`config.mk`:
```
export PLATFORM = sky130hd
export DESIGN_NAME = fast_a20_reset_ctrl
export DESIGN_NICKNAME = d
export VERILOG_FILES = /design/src/rtl/fa20_pkg.sv /design/src/rtl/fa20_regs.sv /design/src/rtl/fa20_gate.sv /design/src/rtl/fa20_pulse.sv /design/src/rtl/fast_a20_reset_ctrl.sv
export SDC_FILE = /design/constraint.sdc
export NUM_CORES = 1
export LEC_CHECK = 0
export ABC_AREA = 1
export BUFFER_PORTS_ARGS = -buffer_cell sky130_fd_sc_hd__buf_2
export CAP_MARGIN = 20
export CORE_MARGIN = 10
export CORE_UTILIZATION = 53
export DETAILED_ROUTE_END_ITERATION = 6
export PLACE_DENSITY = 0.78
export REMOVE_ABC_BUFFERS = 1
export SLEW_MARGIN = 20
export SYNTH_ARGS = -nofsm -noshare
export SYNTH_HDL_FRONTEND = slang
export SYNTH_SLANG_ARGS = --single-unit
```
`constraint.sdc`:
```
create_clock -name clk -period 2 [get_ports clk]
set_input_delay 0.4 -clock clk [delete_from_list [all_inputs] [get_ports clk]]
set_output_delay 0.4 -clock clk [all_outputs]
set_load 0.01 [all_outputs]
```
`src/rtl/fa20_pkg.sv`:
```
package fa20_pkg;

  localparam int unsigned REG_W   = 8;
  localparam int unsigned BIT_RST = 0;
  localparam int unsigned BIT_A20 = 1;

  typedef enum logic [1:0] {
    PH_IDLE  = 2'd0,
    PH_DELAY = 2'd1,
    PH_PULSE = 2'd2
  } phase_t;

  // Convert a time in ns to whole clock cycles, rounding up; never below 1.
  function automatic int unsigned ns_to_cycles(longint unsigned hz, longint unsigned ns);
    longint unsigned prod;
    longint unsigned cyc;
    prod = ns * hz;
    cyc  = (prod + 64'd999_999_999) / 64'd1_000_000_000;
    if (cyc == 64'd0) cyc = 64'd1;
    return int'(cyc[31:0]);
  endfunction

  // Bits needed to hold values 0..n.
  function automatic int unsigned bits_for(int unsigned n);
    return (n < 2) ? 1 : $clog2(n + 1);
  endfunction

  function automatic int unsigned max2(int unsigned a, int unsigned b);
    return (a > b) ? a : b;
  endfunction

endpackage

```
`src/rtl/fa20_regs.sv`:
```
module fa20_regs
  import fa20_pkg::*;
(
  input  logic             clk,
  input  logic             rst_n,
  input  logic             port_en,
  input  logic             wr_stb,
  input  logic [REG_W-1:0] wr_data,
  input  logic             busy,
  output logic             alt_a20,
  output logic             rst_req,
  output logic             fire,
  output logic [REG_W-1:0] rd_data
);

  logic wr_ok;
  logic armed;
  logic unused_resv;

  assign wr_ok = wr_stb & port_en;

  // A pulse starts only on an accepted 1 while armed and the generator is idle.
  assign fire = wr_ok & wr_data[BIT_RST] & armed & ~busy;

  assign unused_resv = ^wr_data[REG_W-1:2];

  always_ff @(posedge clk or negedge rst_n) begin
    if (!rst_n) begin
      alt_a20 <= 1'b0;
      rst_req <= 1'b0;
      armed   <= 1'b1;
    end else if (wr_ok) begin
      alt_a20 <= wr_data[BIT_A20];
      rst_req <= wr_data[BIT_RST];
      // Writing 0 rearms; any write of 1 consumes the arm.
      armed   <= ~wr_data[BIT_RST];
    end
  end

  generate
    for (genvar b = 0; b < REG_W; b++) begin : g_rd
      if (b == BIT_A20) begin : g_a20
        assign rd_data[b] = alt_a20;
      end else if (b == BIT_RST) begin : g_rst
        assign rd_data[b] = rst_req;
      end else begin : g_resv
        assign rd_data[b] = 1'b0;
      end
    end
  endgenerate

  AST_DISABLED_HOLD: assert property (@(posedge clk) disable iff (!rst_n)
    (!port_en) |=> ($stable(alt_a20) && $stable(rst_req)));

  AST_FIRE_FROM_CLEAR: assert property (@(posedge clk) disable iff (!rst_n)
    fire |-> (rst_req == 1'b0));

  AST_FIRE_ENABLED: assert property (@(posedge clk) disable iff (!rst_n)
    fire |-> port_en);

endmodule

```
`src/rtl/fa20_gate.sv`:
```
module fa20_gate (
  input  logic clk,
  input  logic rst_n,
  input  logic alt_a20,
  input  logic kbc_a20,
  output logic gate_a20
);

  assign gate_a20 = alt_a20 | kbc_a20;

  AST_ALT_FORCES_HIGH: assert property (@(posedge clk) disable iff (!rst_n)
    alt_a20 |-> gate_a20);

  AST_LOW_ONLY_BOTH_LOW: assert property (@(posedge clk) disable iff (!rst_n)
    (!gate_a20) |-> (!alt_a20 && !kbc_a20));

endmodule

```
`src/rtl/fa20_pulse.sv`:
```
module fa20_pulse
  import fa20_pkg::*;
#(
  parameter int unsigned DELAY_CYC = 700,
  parameter int unsigned PULSE_CYC = 300
) (
  input  logic clk,
  input  logic rst_n,
  input  logic fire,
  output logic busy,
  output logic delay_done,
  output logic pulse_done,
  output logic rst_out_n
);

  localparam int unsigned CW    = bits_for(max2(DELAY_CYC, PULSE_CYC));
  localparam logic [CW-1:0] D_LOAD = CW'(DELAY_CYC - 1);
  localparam logic [CW-1:0] P_LOAD = CW'(PULSE_CYC - 1);
  localparam int unsigned CHK_W = bits_for(DELAY_CYC + PULSE_CYC + 2);

  phase_t        state, state_nxt;
  logic [CW-1:0] cnt, cnt_nxt;
  logic          low_q;

  assign delay_done = (state == PH_DELAY) && (cnt == '0);
  assign pulse_done = (state == PH_PULSE) && (cnt == '0);
  assign busy       = (state != PH_IDLE);

  always_comb begin
    state_nxt = state;
    cnt_nxt   = cnt;
    unique case (state)
      PH_IDLE: begin
        if (fire) begin
          state_nxt = PH_DELAY;
          cnt_nxt   = D_LOAD;
        end
      end
      PH_DELAY: begin
        if (delay_done) begin
          state_nxt = PH_PULSE;
          cnt_nxt   = P_LOAD;
        end else begin
          cnt_nxt = cnt - 1'b1;
        end
      end
      PH_PULSE: begin
        if (pulse_done) begin
          state_nxt = PH_IDLE;
          cnt_nxt   = '0;
        end else begin
          cnt_nxt = cnt - 1'b1;
        end
      end
      default: begin
        state_nxt = PH_IDLE;
        cnt_nxt   = '0;
      end
    endcase
  end

  always_ff @(posedge clk or negedge rst_n) begin
    if (!rst_n) begin
      state <= PH_IDLE;
      cnt   <= '0;
      low_q <= 1'b0;
    end else begin
      state <= state_nxt;
      cnt   <= cnt_nxt;
      low_q <= (state_nxt == PH_PULSE);
    end
  end

  assign rst_out_n = ~low_q;

  // Cycle counter since the last start, kept only for the timing checks.
  logic [CHK_W-1:0] since_fire;
  always_ff @(posedge clk or negedge rst_n) begin
    if (!rst_n)                since_fire <= '0;
    else if (fire)             since_fire <= CHK_W'(1);
    else if (since_fire != '1) since_fire <= since_fire + 1'b1;
  end

  AST_DELAY_LEN: assert property (@(posedge clk) disable iff (!rst_n)
    $fell(rst_out_n) |-> (since_fire == CHK_W'(DELAY_CYC + 1)));

  AST_PULSE_LEN: assert property (@(posedge clk) disable iff (!rst_n)
    $rose(rst_out_n) |-> (since_fire == CHK_W'(DELAY_CYC + PULSE_CYC + 1)));

  AST_NO_RESTART: assert property (@(posedge clk) disable iff (!rst_n)
    fire |-> !busy);

  AST_IDLE_HIGH: assert property (@(posedge clk) disable iff (!rst_n)
    (state == PH_IDLE) |-> rst_out_n);

endmodule

```
`src/rtl/fast_a20_reset_ctrl.sv`:
```
module fast_a20_reset_ctrl
  import fa20_pkg::*;
#(
  parameter int unsigned CLK_HZ   = 50_000_000,
  parameter int unsigned DELAY_NS = 14_000,
  parameter int unsigned PULSE_NS = 6_000
) (
  input  logic             clk,
  input  logic             rst_n,
  input  logic             port_en,
  input  logic             wr_stb,
  input  logic [REG_W-1:0] wr_data,
  output logic [REG_W-1:0] rd_data,
  input  logic             kbc_a20,
  output logic             gate_a20,
  output logic             cpu_rst_n
);

  localparam int unsigned DELAY_CYC = ns_to_cycles(64'(CLK_HZ), 64'(DELAY_NS));
  localparam int unsigned PULSE_CYC = ns_to_cycles(64'(CLK_HZ), 64'(PULSE_NS));

  // Named internal events for the assertions.
  logic alt_a20;
  logic rst_req;
  logic fire;
  logic busy;
  logic delay_done;
  logic pulse_done;

  fa20_regs u_regs (
    .clk     (clk),
    .rst_n   (rst_n),
    .port_en (port_en),
    .wr_stb  (wr_stb),
    .wr_data (wr_data),
    .busy    (busy),
    .alt_a20 (alt_a20),
    .rst_req (rst_req),
    .fire    (fire),
    .rd_data (rd_data)
  );

  fa20_gate u_gate (
    .clk      (clk),
    .rst_n    (rst_n),
    .alt_a20  (alt_a20),
    .kbc_a20  (kbc_a20),
    .gate_a20 (gate_a20)
  );

  fa20_pulse #(
    .DELAY_CYC (DELAY_CYC),
    .PULSE_CYC (PULSE_CYC)
  ) u_pulse (
    .clk        (clk),
    .rst_n      (rst_n),
    .fire       (fire),
    .busy       (busy),
    .delay_done (delay_done),
    .pulse_done (pulse_done),
    .rst_out_n  (cpu_rst_n)
  );

  AST_PULSE_NEEDS_DELAY: assert property (@(posedge clk) disable iff (!rst_n)
    $fell(cpu_rst_n) |-> $past(delay_done));

  AST_PULSE_ENDS_CLEAN: assert property (@(posedge clk) disable iff (!rst_n)
    $rose(cpu_rst_n) |-> $past(pulse_done));

  AST_RESV_ZERO: assert property (@(posedge clk) disable iff (!rst_n)
    rd_data[REG_W-1:2] == '0);

endmodule

```
Yosys cells after proc, flatten, opt, wreduce, memory -nomap -nowiden

Cells that the tools add are included.

Bitwise operators: 8
Eq/ne operators: 4
Reduce and logical (&&, ||, !) cells: 5
Add/subtract/negate cells: 1
Mux-type cells: 8

Operators with widths:

| cell                                                 | number |
|---|---|
| 2-to-1 mux 10 bit                                    | 3 |
| case mux 10 bit (3 select lines)                     | 1 |
| logical NOT 10 bit                                   | 1 |
| subtractor 10 x 1 -> 10 bit (second input constant)  | 1 |
| 2-to-1 mux 2 bit                                     | 3 |
| case mux 2 bit (3 select lines)                      | 1 |
| AND 1 bit                                            | 4 |
| equality test 2 bit (second input constant)          | 2 |
| NOT 1 bit                                            | 3 |
| equality test 2 x 1 -> 1 bit (second input constant) | 1 |
| logical AND 1 bit                                    | 2 |
| logical NOT 2 bit                                    | 1 |
| != test 2 bit (second input constant)                | 1 |
| nonzero test 2 bit                                   | 1 |
| bitwise OR 1 bit                                     | 1 |

Flip-flop bits (word level): 16
Output and inout bits: 10

Logic depth before layout (Yosys ltp)

Depth after elaboration: 7
Mapped depth: 12

Cells and area by module

A second synthesis with hierarchy kept.

Cells, all modules: 142
Area, all modules: 1078.5 µm²

Modules (own cells, without submodules):

| module     | cells each | times used | area each (µm²) | sequential area each (µm²) |
|---|---|---|---|---|
| fa20_pulse | 113        | 1          | 870.8           | 325.3 |
| fa20_regs  | 26         | 1          | 196.4           | 76.3 |
| fa20_gate  | 3          | 1          | 11.3            | 0.0 |

Worst setup path after synthesis

OpenSTA, ideal clock, no wires.

Path type: flip-flop to flip-flop
Start: reg u_pulse.cnt[0]
End: reg u_pulse.cnt[9]
Required time: 1.884 ns
Setup slack: 0.583 ns
Clock period less this slack: 1.417 ns
Path buffers: 1
Setup time: 0.116 ns
Cell stages (with the launch flop): 13
Arrival time: 1.300 ns
Cells stage by stage: dfrtp_1 > inv_1 > ha_1 > nand2_2 > nor2_4 > nand3_2 > buf_6 > nand2_4 > nand2_2 > nand2_1 > nand2_1 > nand2_1 > nand2_1

Longest elaborated chain between the ends: 4
Elaborated cells between the ends (all ways): 7
Classes of those cells: add/sub (1); mux (3); reduce/logical (3)

Ends and longest elaborated chain:

| element                                                                             | RTL line         | text |
|---|---|---|
| start: declaration                                                                  | fa20_pulse.sv:22 | `logic [CW-1:0] cnt, cnt_nxt;` |
| start signal: assignment                                                            | fa20_pulse.sv:69 | `cnt <= cnt_nxt;` |
| parallel branches: the longest is 3 deep, another holds subtractor 10 x 1 -> 10 bit | -                |  |
| case mux 10 bit (3 select lines) (*)                                                | fa20_pulse.sv:32 | `unique case (state)` |

Mark *: on every way between the ends.
A chain may end at the register's enable or synchronous reset.

Worst setup path in the final report

Start: reg u_pulse.cnt[0]
End: reg u_pulse.cnt[5]

Same word-level chain as after synthesis.

==> results.ini <==
[grt]
gr-total-overflow=0
antenna_found_initial=0
grt_max_degree=17
grt_pass1_vias=891
grt_use_total_pct=10.9
grt_pass1_wl_um=3710

[power]
pwr-share-comb_pct=6.9
powerDensity_nw_per_um2=525
p_clk_share_pct=36.3
net-switching-power_uw=135
ir_worst_vdd_mv=0.361
intPower_uw=458
p_leak_nw=0.657
seqPwrFrac_pct=56.9
p_sw_share_pct=22.8
power.total_uw=592

[cells_and_area]
num-nets-final=176
drive_gt1_share_pct=20.5
regArea_um2=402
final_core_util_pct=58.7
diodes=0
multiInputGateArea_um2=520
area_growth_pct=6.75
final.fill_count=173
fin_area_um2=1130

[logic_synthesis]
synth.area.top_cells=dfrtp_1 36%, nand2_1 20%, buf_4 5.7%
syn-instance-count=150
synth_cell_types=24
ys_seq_elements=16
yosysWarnings=0
ys_seq_area_share_pct=38.0
synth_area_um2=1060
netlist.top_cell.by_area=dfrtp_1
synth_area_per_cell_um2=7.05
synth_top_area_share_pct=35.5

[cts]
ctsHoldBuffers=0
cts_sinks=16
cts-root-buf=clkbuf_4
cts.htree.levels=1
cts.repair.resized=0
post_cts.repair.setup_buffers=0
clk_path_buf_depth=2
clkTransAtPathRegs_ns=0.10
cts_buffers=3
clock_latency_ns=0.29
tritoncts=built

[worst_hold_path]
hp-class=input port to async pin

[floorplanning]
core_um2=1920
die_x_um=64.7
die_h_um=64.7
die-area_um2=4180
rows=16
pin_count=23
start_util_pct=55.0

[timing]
clock_skew_ns=0.00402
post-route-min-period_ns=1.67
rsz0062_at_grt=false
fmax_mhz=601
setup_ws_ns=0.335
setup_violations=0
fin_crit_sh_pct=83.3
maxSlewViolCount=0
setup-tns-final_ns=0
final-hold-violation-count=0

[detailed_routing]
wl_met1_um=948
route.met3.wl_um=98
via_per_inst=4.98
ant_nets=0
wl_per_cell_um=11.9
drc=0
drt-total-wl_um=2230
top_layer=met4
drtIter0Drc=30
dr.pass1.iters=4
met2_wirelength_um=1150
vias=937

[setup_path]
worstPathRequired_ns=2.18
worst-path-max-fanout=7
crit_type=flop to flop
worstPathArrival_ns=1.85
cp-end-kind=flop
critPathLaunchType=flop

[placement]
pre_cts_slack_ns=0.366
io_buffers=10
place_area_um2=1090
hpwl_um=1680
gp_congestion=0.921

[run]
max-cap-violations=0

[run_status]
status=finished clean

[per-stage QoR]
| step | cells | hold WS [ns] |
|---|---|---|
| finish | 188 | 0.0112 |
| CTS | 188 | 0.0145 |
| global route | 188 | 0.0270 |
| global placement | 184 | 0.331 |
| floorplan | 145 | 0.104 |
| detailed placement | 184 | 0.332 |
[cell usage after synthesis (all sizes together)]
| cell type | number |
|---|---|
| nand2 | 61 |
| inv | 19 |
| dfrtp | 15 |
| nor2 | 15 |
| buf | 10 |
| o21ai | 10 |
| nand3 | 8 |
| xor2 | 3 |
| or2 | 2 |
| conb | 1 |
| dfstp | 1 |
| ha | 1 |
| nand3b | 1 |
| nand4 | 1 |
| o2111ai | 1 |
| o211ai | 1 |
[layout make-up]
type                    count  share of cell area [%]
multi-input cells         110                    46.1
flip-flops and latches     16                    35.6
inverters                  19                    6.32
repair buffers             12                    5.76
clock buffers               4                    3.22
well taps                  27                    2.99
[state kept, by name (all words and copies together) (netlist names)]
register / flops
u_pulse.low_q: 1
u_pulse.state: 2
u_regs.rst_req: 1
u_regs.alt_a20: 1
u_pulse.cnt: 10
u_regs.armed: 1
[layout by cell type (no fill, tap or decap), types with 2 or more instances in the layout]
master and instances:
xor2_1 3, o21ai_0 9, buf_2 10, clkbuf_4 3
conb_1 6, nor2_1 12, dfrtp_1 15, nor2_2 2
nand2_2 5, nand3_1 7, inv_2 3, buf_4 2
or2_2 2, inv_1 16, nand2_1 55
[cells by family after synthesis]
| kind of cell | Yosys count | synth area share, % |
|---|---|---|
| AO/OA/AOI/OAI | 12 | 6.63 |
| XOR/XNOR | 3 | 2.49 |
| adder cells (fa/ha/maj) | 1 | 1.18 |
| buffers and inverters | 29 | 14.6 |
| flip-flops | 16 | 38.0 |
| other | 1 | 0.355 |
| AND/OR/NAND/NOR | 88 | 36.8 |
[per-layer routing]
layer / up-vias / global-route usage [%]
met5: - / 0
li1: 470 / -
met3: 5 / 2.06
met2: 28 / 19.1
met4: 0 / 4.81
met1: 434 / 12.4
[critical path, cell delays in order (launching register included)]
cell	delay, ns
dfrtp_1	0.40
inv_1	0.08
ha_1	0.21
nand2_2	0.08
nor2_4	0.10
nand3_2	0.20
nand2_2	0.17
nand2_2	0.10
nand2_1	0.07
nand2_1	0.04
nand2_1	0.06
nand2_1	0.05
[final timing paths]
check                                    start               end  slack (ns)  cells past startpoint
worst max register to register  u_pulse.cnt[0]    u_pulse.cnt[5]        0.33                     11
worst max-delay path            u_pulse.cnt[0]    u_pulse.cnt[5]        0.33                     11
worst min register to register  u_regs.rst_req    u_regs.rst_req        0.51                      2
max in group asynchronous                rst_n      u_regs.armed        1.68                      1
min in group clk                    wr_data[1]    u_regs.alt_a20        0.31                      3
worst min-delay path                     rst_n  u_pulse.state[1]        0.01                      1
[power by group through the flow]
stage / Combinational (mW) / Clock, mW / Sequential (mW)
after floorplan: 0.0165 / 0 / 0.345
after global placement: 0.0393 / 0 / 0.343
after detailed placement: 0.0409 / 0 / 0.343
after CTS: 0.0410 / 0.218 / 0.337
after global routing: 0.0456 / 0.236 / 0.338
final: 0.0407 / 0.215 / 0.337
(Power assumes the default switching activity.)
